## config.mk

```make
export PLATFORM = sky130hd
export DESIGN_NAME = alu_status_reg
export DESIGN_NICKNAME = d
export VERILOG_FILES = /design/src/rtl/sr_pkg.sv /design/src/rtl/sr_flag_eval.sv /design/src/rtl/sr_class_mask.sv /design/src/rtl/sr_ctl_update.sv /design/src/rtl/alu_status_reg.sv
export SDC_FILE = /design/constraint.sdc
export NUM_CORES = 1
export LEC_CHECK = 0
export CAP_MARGIN = 20
export CORE_MARGIN = 1
export CORE_UTILIZATION = 31
export DETAILED_ROUTE_END_ITERATION = 6
export GPL_TIMING_DRIVEN = 0
export PLACE_DENSITY = 0.77
export SLEW_MARGIN = 5
export SYNTH_ARGS = -nofsm -noshare
export SYNTH_HDL_FRONTEND = slang
export SYNTH_SLANG_ARGS = --single-unit
```

## constraint.sdc

```tcl
create_clock -name clk_i -period 1.15 [get_ports clk_i]
set_clock_uncertainty 0.05 [all_clocks]
set_input_delay 0.23 -clock clk_i [delete_from_list [all_inputs] [get_ports clk_i]]
set_output_delay 0.23 -clock clk_i [all_outputs]
set_load 0.005 [all_outputs]
```

## src/rtl/sr_pkg.sv

```systemverilog
package sr_pkg;

    typedef enum logic [1:0] {
        OP_ADD   = 2'd0,
        OP_SUB   = 2'd1,
        OP_LOGIC = 2'd2,
        OP_NONE  = 2'd3
    } op_cls_e;

    // bit positions in the flag word
    localparam int B_CF  = 0;
    localparam int B_PF  = 2;
    localparam int B_AF  = 4;
    localparam int B_ZF  = 6;
    localparam int B_SF  = 7;
    localparam int B_TF  = 8;
    localparam int B_IE  = 9;
    localparam int B_DF  = 10;
    localparam int B_OF  = 11;
    localparam int B_SAT = 12;
    localparam int WORD_MIN = B_SAT + 1;

    // control mask bit indices
    localparam int CTL_N  = 4;
    localparam int CI_IE  = 0;
    localparam int CI_TF  = 1;
    localparam int CI_DF  = 2;
    localparam int CI_SAT = 3;

    typedef struct packed {
        logic cf;
        logic pf;
        logic af;
        logic zf;
        logic sf;
        logic of;
    } arith_t;

    typedef struct packed {
        logic ie;
        logic tf;
        logic df;
        logic sat;
    } ctl_t;

    typedef struct packed {
        arith_t ar;
        ctl_t   ctl;
    } sreg_t;

endpackage

```

## src/rtl/sr_flag_eval.sv

```systemverilog
module sr_flag_eval
    import sr_pkg::*;
#(
    parameter int DATA_W = 16
) (
    input  op_cls_e           op_i,
    input  logic [DATA_W-1:0] res_i,
    input  logic              co_i,
    input  logic              c3_i,
    input  logic              sa_i,
    input  logic              sb_i,
    output arith_t            cand_o
);
    localparam int MSB   = DATA_W - 1;
    localparam int PAR_W = (DATA_W < 8) ? DATA_W : 8;

    logic par_even;

    generate
        if (DATA_W > PAR_W) begin : g_wide
            assign par_even = ~^res_i[PAR_W-1:0];
        end else begin : g_narrow
            assign par_even = ~^res_i;
        end
    endgenerate

    logic is_sub;
    logic is_logic;
    logic same_sign;
    logic res_flip;

    always_comb begin
        is_sub    = (op_i == OP_SUB);
        is_logic  = (op_i == OP_LOGIC);
        same_sign = (sa_i == sb_i);
        res_flip  = (res_i[MSB] != sa_i);

        cand_o.zf = (res_i == '0);
        cand_o.sf = res_i[MSB];
        cand_o.pf = par_even;
        cand_o.af = is_sub ? ~c3_i : c3_i;

        if (is_logic) begin
            cand_o.cf = 1'b0;
            cand_o.of = 1'b0;
        end else if (is_sub) begin
            cand_o.cf = ~co_i;
            cand_o.of = ~same_sign & res_flip;
        end else begin
            cand_o.cf = co_i;
            cand_o.of = same_sign & res_flip;
        end
    end

endmodule

```

## src/rtl/sr_class_mask.sv

```systemverilog
module sr_class_mask
    import sr_pkg::*;
(
    input  op_cls_e op_i,
    output arith_t  mask_o
);
    always_comb begin
        mask_o = '0;
        unique case (op_i)
            OP_ADD, OP_SUB: mask_o = '1;
            OP_LOGIC: begin
                mask_o    = '1;
                mask_o.af = 1'b0;
            end
            default: mask_o = '0;
        endcase
    end
endmodule

```

## src/rtl/sr_ctl_update.sv

```systemverilog
module sr_ctl_update
    import sr_pkg::*;
(
    input  ctl_t             ctl_q_i,
    input  logic             priv_i,
    input  logic [CTL_N-1:0] set_i,
    input  logic [CTL_N-1:0] clr_i,
    input  logic             sat_hit_i,
    output ctl_t             ctl_d_o
);
    logic [CTL_N-1:0] cur;
    logic [CTL_N-1:0] nxt;
    logic [CTL_N-1:0] set_ok;

    always_comb begin
        cur            = {ctl_q_i.sat, ctl_q_i.df, ctl_q_i.tf, ctl_q_i.ie};
        set_ok         = set_i;
        set_ok[CI_SAT] = 1'b0;
    end

    generate
        for (genvar i = 0; i < CTL_N; i++) begin : g_bit
            always_comb begin
                nxt[i] = cur[i];
                if (priv_i) begin
                    if (clr_i[i])       nxt[i] = 1'b0;
                    else if (set_ok[i]) nxt[i] = 1'b1;
                end
                if (i == CI_SAT && sat_hit_i) nxt[i] = 1'b1;
            end
        end
    endgenerate

    always_comb begin
        ctl_d_o.ie  = nxt[CI_IE];
        ctl_d_o.tf  = nxt[CI_TF];
        ctl_d_o.df  = nxt[CI_DF];
        ctl_d_o.sat = nxt[CI_SAT];
    end
endmodule

```

## src/rtl/alu_status_reg.sv

```systemverilog
module alu_status_reg
    import sr_pkg::*;
#(
    parameter int DATA_W = 16,
    parameter int FLAG_W = 16
) (
    input  logic              clk_i,
    input  logic              rst_ni,
    input  logic              res_vld_i,
    input  logic [1:0]        op_cls_i,
    input  logic [DATA_W-1:0] res_i,
    input  logic              co_i,
    input  logic              c3_i,
    input  logic              sa_i,
    input  logic              sb_i,
    input  logic              sat_evt_i,
    input  logic              priv_i,
    input  logic [3:0]        ctl_set_i,
    input  logic [3:0]        ctl_clr_i,
    output logic [FLAG_W-1:0] flags_o
);
    op_cls_e op;
    arith_t  cand;
    arith_t  mask;
    ctl_t    ctl_nxt;
    sreg_t   st_d;
    sreg_t   st_q;

    assign op = op_cls_e'(op_cls_i);

    sr_flag_eval #(.DATA_W(DATA_W)) u_eval (
        .op_i   (op),
        .res_i  (res_i),
        .co_i   (co_i),
        .c3_i   (c3_i),
        .sa_i   (sa_i),
        .sb_i   (sb_i),
        .cand_o (cand)
    );

    sr_class_mask u_mask (
        .op_i   (op),
        .mask_o (mask)
    );

    sr_ctl_update u_ctl (
        .ctl_q_i   (st_q.ctl),
        .priv_i    (priv_i),
        .set_i     (ctl_set_i),
        .clr_i     (ctl_clr_i),
        .sat_hit_i (res_vld_i & sat_evt_i),
        .ctl_d_o   (ctl_nxt)
    );

    always_comb begin
        st_d     = st_q;
        st_d.ctl = ctl_nxt;
        if (res_vld_i) begin
            if (mask.cf) st_d.ar.cf = cand.cf;
            if (mask.pf) st_d.ar.pf = cand.pf;
            if (mask.af) st_d.ar.af = cand.af;
            if (mask.zf) st_d.ar.zf = cand.zf;
            if (mask.sf) st_d.ar.sf = cand.sf;
            if (mask.of) st_d.ar.of = cand.of;
        end
    end

    always_ff @(posedge clk_i or negedge rst_ni) begin
        if (!rst_ni) st_q <= '0;
        else         st_q <= st_d;
    end

    always_comb begin
        flags_o        = '0;
        flags_o[B_CF]  = st_q.ar.cf;
        flags_o[B_PF]  = st_q.ar.pf;
        flags_o[B_AF]  = st_q.ar.af;
        flags_o[B_ZF]  = st_q.ar.zf;
        flags_o[B_SF]  = st_q.ar.sf;
        flags_o[B_TF]  = st_q.ctl.tf;
        flags_o[B_IE]  = st_q.ctl.ie;
        flags_o[B_DF]  = st_q.ctl.df;
        flags_o[B_OF]  = st_q.ar.of;
        flags_o[B_SAT] = st_q.ctl.sat;
    end

endmodule

```

==> results by group, run 1 <==
Status
  • Status: finished, final reports clean

Synthesis
  • Syn Inst Count: 65
  • Synth top area cells: dfrtp_1 40%, ha_1 8.0%, buf_4 7.2%
  • Unique cell type count in the Yosys netlist: 23
  • Number of synthesized flops with an enable pin: 0
  • Yosys reg bits: 10
  • Synth top area share: 40.24%
  • Main synth FF type: dfrtp_1
  • Number of synthesis warnings: 0
  • Register area share after synthesis: 40.24%
  • FFs w/ async S/R, synth: 100.0%
  • Mean Syn Cell Area: 9.567 µm²
  • Post-synth top area cell: dfrtp_1
  • Mapped cell area: 621.8 µm²

Cells and area
  • Area grow syn2layout: 87.12%
  • Fraction of layout cells with a size suffix above 1: 30.83%
  • Number of diodes: 0
  • Finished Layout Cells: 145
  • Nets: 161
  • Fillers: 165
  • Commonest non-fill, non-tap cell in the layout: clkdlybuf4s50_1
  • Most frequent cells in the layout: 22 x clkdlybuf4s50_1, 11 x dlygate4sd2_1, 10 x buf_4, 10 x dfrtp_1, 10 x clkbuf_2
  • Max reg flops: 10
  • Final Util: 64.58%

Routing
  • Via density per instance: 4.255
  • Via Count: 617
  • Antenna Nets Post-Route: 0
  • Drt total wl: 1466 µm
  • WL per Instance: 10.11 µm
  • Drt initial violations: 3
  • Drt drc: 0
  • Pre-Repair DR Iteration Count: 2

CTS
  • Clk slew on worst S/H paths: 0.06 ns
  • CTS tree: yes
  • Clock tree buffer depth: 2
  • Hold_buf cts: 0
  • Skew-Pair Late Insertion Delay: 0.25 ns
  • CTS Root Cell: clkbuf_4
  • H-tree levels: 1
  • Clock buffer count from CTS: 3
  • Sink Count: 10

Die
  • Die area: 0.002189 mm²
  • Site row count: 15
  • DIE HEIGHT: 46.79 µm
  • Die width: 46.79 µm
  • Core box area: 0.001802 mm²
  • Initial Utilization: 34.51%
  • Ports: 51

Placed design
  • DP Cell Count: 138
  • Dpl hpwl: 1138 µm
  • Count of buffers from port buffering: 43
  • GPL Wtd Cong: 0.6241

Setup path
  • CP delay by family, top: buffers and inverters
  • FF-to-FF path depth: 4
  • Buf/Inv on CP: 1
  • Max incr delay on CP: 0.42 ns
  • Crit. End Element: register
  • R2r setup slk: 0.08 ns
  • Setup CP Type: in -> reg
  • Reg2Reg Capture Point: flags_o[0]$_DFFE_PN0P_
  • R2R Path Start: flags_o[0]$_DFFE_PN0P_
  • Data arrival, critical path: 1.20 ns
  • Req. time, crit path: 1.27 ns
  • Crit path from: res_i[10]
  • CP Max Fanout: 1
  • Cells along the critical path: clkdlybuf4s50_1 -> nor4_2 -> nand3_1 -> o21ai_0
  • Startpoint types: input pin
  • Critical path's slowest cell: clkdlybuf4s50_1

Min path
  • Worst hold path type: in -> async

STA
  • Final hold vios: 0
  • Final setup vio count: 0
  • F_max: 0.9331 GHz
  • RSZ-0062 raised after global routing: no
  • Final Max Tran Viols: 0
  • Setup TNS: 0 ns
  • Final period utilization: 93.19%
  • Final period demand of the worst path: 1.072 ns

GRT
  • Largest net degree at the start of global routing: 11
  • Tot GR Track Use: 16.16%
  • First-pass GRT wire length: 2387 µm
  • Initial antenna violation count: 0
  • GR Overflow Total: 0
  • Vias in the first global route: 597

Pwr
  • LEAKAGE: 0.5699 nW
  • Pwr/cell area: 880.7 mW/mm²
  • Power, Total: 1.025 mW
  • Max VDD drop: 0.3769 mV

Job
  • Max-cap violations: 0
==> worst reg2reg max path, delay by kind of cell, from the launching register on <==
| family | cells | cell delay, ns |
|---|---|---|
| compound gates | 2 | 0.34 |
| buf+inv | 1 | 0.14 |
| flops | 1 | 0.38 |
| simple gates | 1 | 0.06 |
==> synthesized netlist by cell type, types with 2 or more instances <==
cell,instances
nand2_1,6
inv_1,9
buf_4,6
xnor2_1,4
ha_1,4
dfrtp_1,10
o21ai_1,2
o21ai_0,3
nor2b_1,2
a21oi_1,6
==> per-stage QoR <==
stage | setup WS, ns | instance area (µm²) | hold WS, ns
finish | 0.07828 | 1164 | 0.2391
CTS | 0.01169 | 1194 | 0.2424
floorplan | 0.06268 | 640.6 | -0.1156
detailed placement | -0.4666 | 1102 | 0.4201
global placement | -0.4433 | 1102 | 0.4196
global route | 0.02043 | 1164 | 0.2649
==> cell families after synthesis <==
logic type	after synthesis	synth area share [%]
XOR/XNOR	5	7.042
buffers and inverters	15	12.68
multiplexers	2	4.024
AO/OA/AOI/OAI	14	14.69
flip-flops	10	40.24
adder cells (fa/ha/maj)	4	8.049
AND/OR/NAND/NOR	14	12.68
other	1	0.6030
==> metal layers <==
layer | up-vias | wire length, µm | GRT usage, %
met5 | - | 0 | 0
met1 | 266 | 537 | 16.14
met4 | 0 | 0 | 6.857
met2 | 36 | 768 | 30.00
met3 | 0 | 160 | 5.769
li1 | 315 | - | -
==> final cells by class <==
type                       count  area, µm²  share of cell area, %
inverter                       9      33.78                  2.903
timing repair buffer          47      396.6                  34.09
tap                           25      31.28                  2.688
multi-input combinational     45      384.1                  33.01
buffer                         6      45.04                  3.871
clock buffer                   3      22.52                  1.935
sequential                    10      250.2                  21.51
==> power by group <==
part / switching [mW] / internal [mW]
Sequential: 0.0245 / 0.398
Clock: 0.108 / 0.120
Combinational: 0.134 / 0.240
==> worst max path at each step <==
stage / end / cells after the start
after floorplan: flags_o[2]$_DFFE_PN0P_ / 5
final: flags_o[6]$_DFFE_PN0P_ / 4
after CTS: flags_o[10] / 1
after global routing: flags_o[6]$_DFFE_PN0P_ / 4
after detailed placement: flags_o[2]$_DFFE_PN0P_ / 6
after global placement: flags_o[2]$_DFFE_PN0P_ / 6
==> repair_timing <==
| action | 4_1_cts | 5_1_grt |
|---|---|---|
| setup buffers | 3 | 1 |
| pin swaps | 8 | 0 |
| setup endpoints to repair | 15 | 11 |
| resized for setup | 41 | 12 |
(Power assumes the default switching activity.)
==> run 2: changes to the inputs <==
--- a/config.mk
+++ b/config.mk
@@ -7,11 +7,12 @@
 export LEC_CHECK = 0
 export CAP_MARGIN = 20
 export CORE_MARGIN = 1
-export CORE_UTILIZATION = 31
+export CORE_UTILIZATION = 35
 export DETAILED_ROUTE_END_ITERATION = 6
 export GPL_TIMING_DRIVEN = 0
-export PLACE_DENSITY = 0.77
+export PLACE_DENSITY = 0.81
 export SLEW_MARGIN = 5
 export SYNTH_ARGS = -nofsm -noshare
 export SYNTH_HDL_FRONTEND = slang
+export SYNTH_HIERARCHICAL = 1
 export SYNTH_SLANG_ARGS = --single-unit
==> run 2 against run 1 <==
  * Synthesized area is 20% higher
  * Synthesized cell count is 20% higher
  * Largest power group is now combinational cells
  * Highest routed layer is now met4
  * Global-route usage is 0.24 points lower
  * Hold slack worse by 0.023 ns
  * Sequential cell count stayed put
  * Clock power is 34% higher
  * Non-clock buffer count is 10 higher
==> results by group, run 2 <==
Status
  • Status: finished, final reports clean (unchanged)

Setup path
  • Buf/Inv on CP: 1 (unchanged)
  • Req. time, crit path: 0.87 ns (was 1.27 ns)
  • Crit. End Element: primary output (was register)
  • Critical path's slowest cell: dfrtp_1 (was clkdlybuf4s50_1)
  • CP Max Fanout: 2 (was 1)
  • CP delay by family, top: flip-flops (was buffers and inverters)
  • Cells along the critical path: clkdlybuf4s15_1 (was clkdlybuf4s50_1 -> nor4_2 -> nand3_1 -> o21ai_0)
  • Data arrival, critical path: 0.85 ns (was 1.20 ns)
  • Setup CP Type: reg -> out (was in -> reg)
  • Max incr delay on CP: 0.38 ns (was 0.42 ns)
  • Startpoint types: register (was input pin)

GRT
  • Initial antenna violation count: 0 (unchanged)
  • Vias in the first global route: 640 (was 597)
  • Largest net degree at the start of global routing: 11 (unchanged)
  • Tot GR Track Use: 15.92% (was 16.16%)
  • GR Overflow Total: 0 (unchanged)
  • First-pass GRT wire length: 2394 µm (was 2387 µm)

CTS
  • Clock buffer count from CTS: 3 (unchanged)
  • Clock tree buffer depth: 2 (unchanged)
  • Skew-Pair Late Insertion Delay: 0.26 ns (was 0.25 ns)
  • Clk slew on worst S/H paths: 0.06 ns (about the same)
  • Hold_buf cts: 0 (unchanged)
  • Sink Count: 10 (unchanged)
  • CTS Root Cell: clkbuf_4 (unchanged)
  • H-tree levels: 1 (unchanged)
  • CTS tree: yes (unchanged)

Die
  • Initial Utilization: 37.50% (was 34.51%)
  • DIE HEIGHT: 48.08 µm (was 46.79 µm)
  • Site row count: 16 (was 15)
  • Die width: 48.08 µm (was 46.79 µm)
  • Ports: 51 (unchanged)
  • Die area: 0.002312 mm² (was 0.002189 mm²)
  • Core box area: 0.001982 mm² (was 0.001802 mm²)

Synthesis
  • FFs w/ async S/R, synth: 100.0% (unchanged)
  • Yosys reg bits: 10 (unchanged)
  • Register area share after synthesis: 33.67% (was 40.24%)
  • Synth top area cells: dfrtp_1 34%, buf_4 12%, mux2_4 12% (was dfrtp_1 40%, ha_1 8.0%, buf_4 7.2%)
  • Syn Inst Count: 78 (was 65)
  • Number of synthesis warnings: 6 (was 0)
  • Synth top area share: 33.67% (was 40.24%)
  • Unique cell type count in the Yosys netlist: 22 (was 23)
  • Post-synth top area cell: dfrtp_1 (unchanged)
  • Most common cell in the netlist: buf_4 (was dfrtp_1)
  • Post-synth top cells: 12 x buf_4, 10 x dfrtp_1, 9 x inv_1 (was 10 x dfrtp_1, 9 x inv_1, 6 x a21oi_1, 6 x buf_4, 6 x nand2_1)
  • Number of synthesized flops with an enable pin: 0 (unchanged)
  • Main synth FF type: dfrtp_1 (unchanged)
  • Mapped cell area: 743.2 µm² (was 621.8 µm²)
  • Mean Syn Cell Area: 9.528 µm² (was 9.567 µm²)

Placed design
  • GPL Wtd Cong: 0.6735 (was 0.6241)
  • Count of buffers from port buffering: 43 (unchanged)
  • Dpl hpwl: 1384 µm (was 1138 µm)

Cells and area
  • Area grow syn2layout: 81.82% (was 87.12%)
  • Nets: 178 (was 161)
  • Commonest non-fill, non-tap cell in the layout: buf_4 (was clkdlybuf4s50_1)
  • Max reg flops: 10 (unchanged)
  • Number of diodes: 0 (unchanged)
  • Fraction of layout cells with a size suffix above 1: 46.38% (was 30.83%)
  • Most frequent cells in the layout: 20 x buf_4, 13 x clkdlybuf4s50_1, 11 x dlygate4sd2_1 (was 22 x clkdlybuf4s50_1, 11 x dlygate4sd2_1, 10 x buf_4, 10 x dfrtp_1, 10 x clkbuf_2)

STA
  • Final hold vios: 0 (unchanged)
  • Final setup vio count: 0 (unchanged)
  • Final Max Tran Viols: 0 (unchanged)
  • F_max: 0.8825 GHz (was 0.9331 GHz)
  • Setup TNS: 0 ns (unchanged)
  • Worst hold slack: 0.2165 ns (was 0.2391 ns)
  • Final period utilization: 98.54% (was 93.19%)
  • Final period demand of the worst path: 1.133 ns (was 1.072 ns)

Min path
  • Worst hold path type: in -> async (unchanged)

Pwr
  • LEAKAGE: 0.6838 nW (was 0.5699 nW)
  • Pwr/cell area: 918.9 mW/mm² (was 880.7 mW/mm²)
  • Max VDD drop: 0.4856 mV (was 0.3769 mV)

Job
  • Max-cap violations: 0 (unchanged)

Routing
  • Pre-Repair DR Iteration Count: 3 (was 2)
  • Antenna Nets Post-Route: 0 (unchanged)
  • Via Count: 719 (was 617)
  • Via density per instance: 4.358 (was 4.255)
  • Drt total wl: 1683 µm (was 1466 µm)
  • Drt drc: 0 (unchanged)
  • Drt initial violations: 9 (was 3)
  • WL per Instance: 10.20 µm (was 10.11 µm)
-- run 2: cell types whose count changed in the layout (fill, tap and decap cells not counted), moves of 4 or more --
cell             before  now
buf_4                10   20
inv_1                 6    1
buf_2                 0    4
clkdlybuf4s50_1      22   13
mux2_4                1    6
clkdlybuf4s15_1       0    4
-- run 2: worst paths after layout --
kind	from	endpoint	slack [ns]	depth (start not counted)
min in group clk_i	res_i[15]	flags_o[7]$_DFFE_PN0P_	0.33	3
hold reg to reg	flags_o[8]$_DFF_PN0_	flags_o[8]$_DFF_PN0_	0.49	2
setup reg to reg	flags_o[7]$_DFFE_PN0P_	flags_o[7]$_DFFE_PN0P_	0.10	3
hold / removal	rst_ni	flags_o[7]$_DFFE_PN0P_	0.22	1
max in group asynchronous	rst_ni	flags_o[12]$_DFF_PN0_	0.54	1
setup / recovery	flags_o[7]$_DFFE_PN0P_	flags_o[7]	0.02	1
-- run 2: per-layer routing --
metal | global-route usage (%) | wire length [µm] | up-vias
met5 | 0 | 0 | -
met4 | 13.33 | 53 | 0
met3 | 2.264 | 170 | 4
met2 | 29.73 | 835 | 43
met1 | 15.03 | 623 | 308
li1 | - | - | 364
-- run 2: where the power goes --
part,total (mW),switching (mW),leakage (nW),internal (mW)
Sequential,0.434,0.0270,0.122,0.407
Combinational,0.502,0.176,0.540,0.326
Clock,0.306,0.114,0.0210,0.192
-- run 2: kinds of logic after synthesis --
group	count (synthesis)	share of synthesized area [%]
xor+xnor	6	7.071
flops	10	33.67
fa+ha+maj	4	6.734
compound gates	11	7.913
simple gates	19	15.32
buf+inv	21	16.67
other cells	1	0.5046
mux	6	12.12
-- run 2: repair_timing --
action | CTS | global route
buffers inserted | 7 | 2
gates resized for setup | 59 | 12
endpoints found under the hold margin | 0 | 0
setup endpoints to repair | 16 | 13
pin swaps | 7 | 3
-- run 2: stage by stage --
| step | total power, mW | util [%] | instances | setup WS (ns) | cell area [µm²] |
|---|---|---|---|---|---|
| floorplan | 0.6930 | - | 83 | -0.1094 | 870.8 |
| global placement | 0.9573 | 67.36 | 153 | -0.7806 | 1335 |
| detailed placement | 0.9739 | 67.36 | 153 | -0.7969 | 1335 |
| CTS | 1.279 | 69.82 | 163 | 0.009803 | 1384 |
| global route | 1.330 | 68.18 | 165 | -0.006785 | 1351 |
| finish | 1.242 | 68.18 | 165 | 0.01681 | 1351 |
-- run 2: final cells by class --
type	instances	area, µm²
fill	157	630.6
buffer	11	82.58
multi-input combinational	52	459.2
sequential	10	250.2
timing repair buffer	52	415.4
inverter	9	73.82
tap	27	33.78
clock buffer	4	36.28
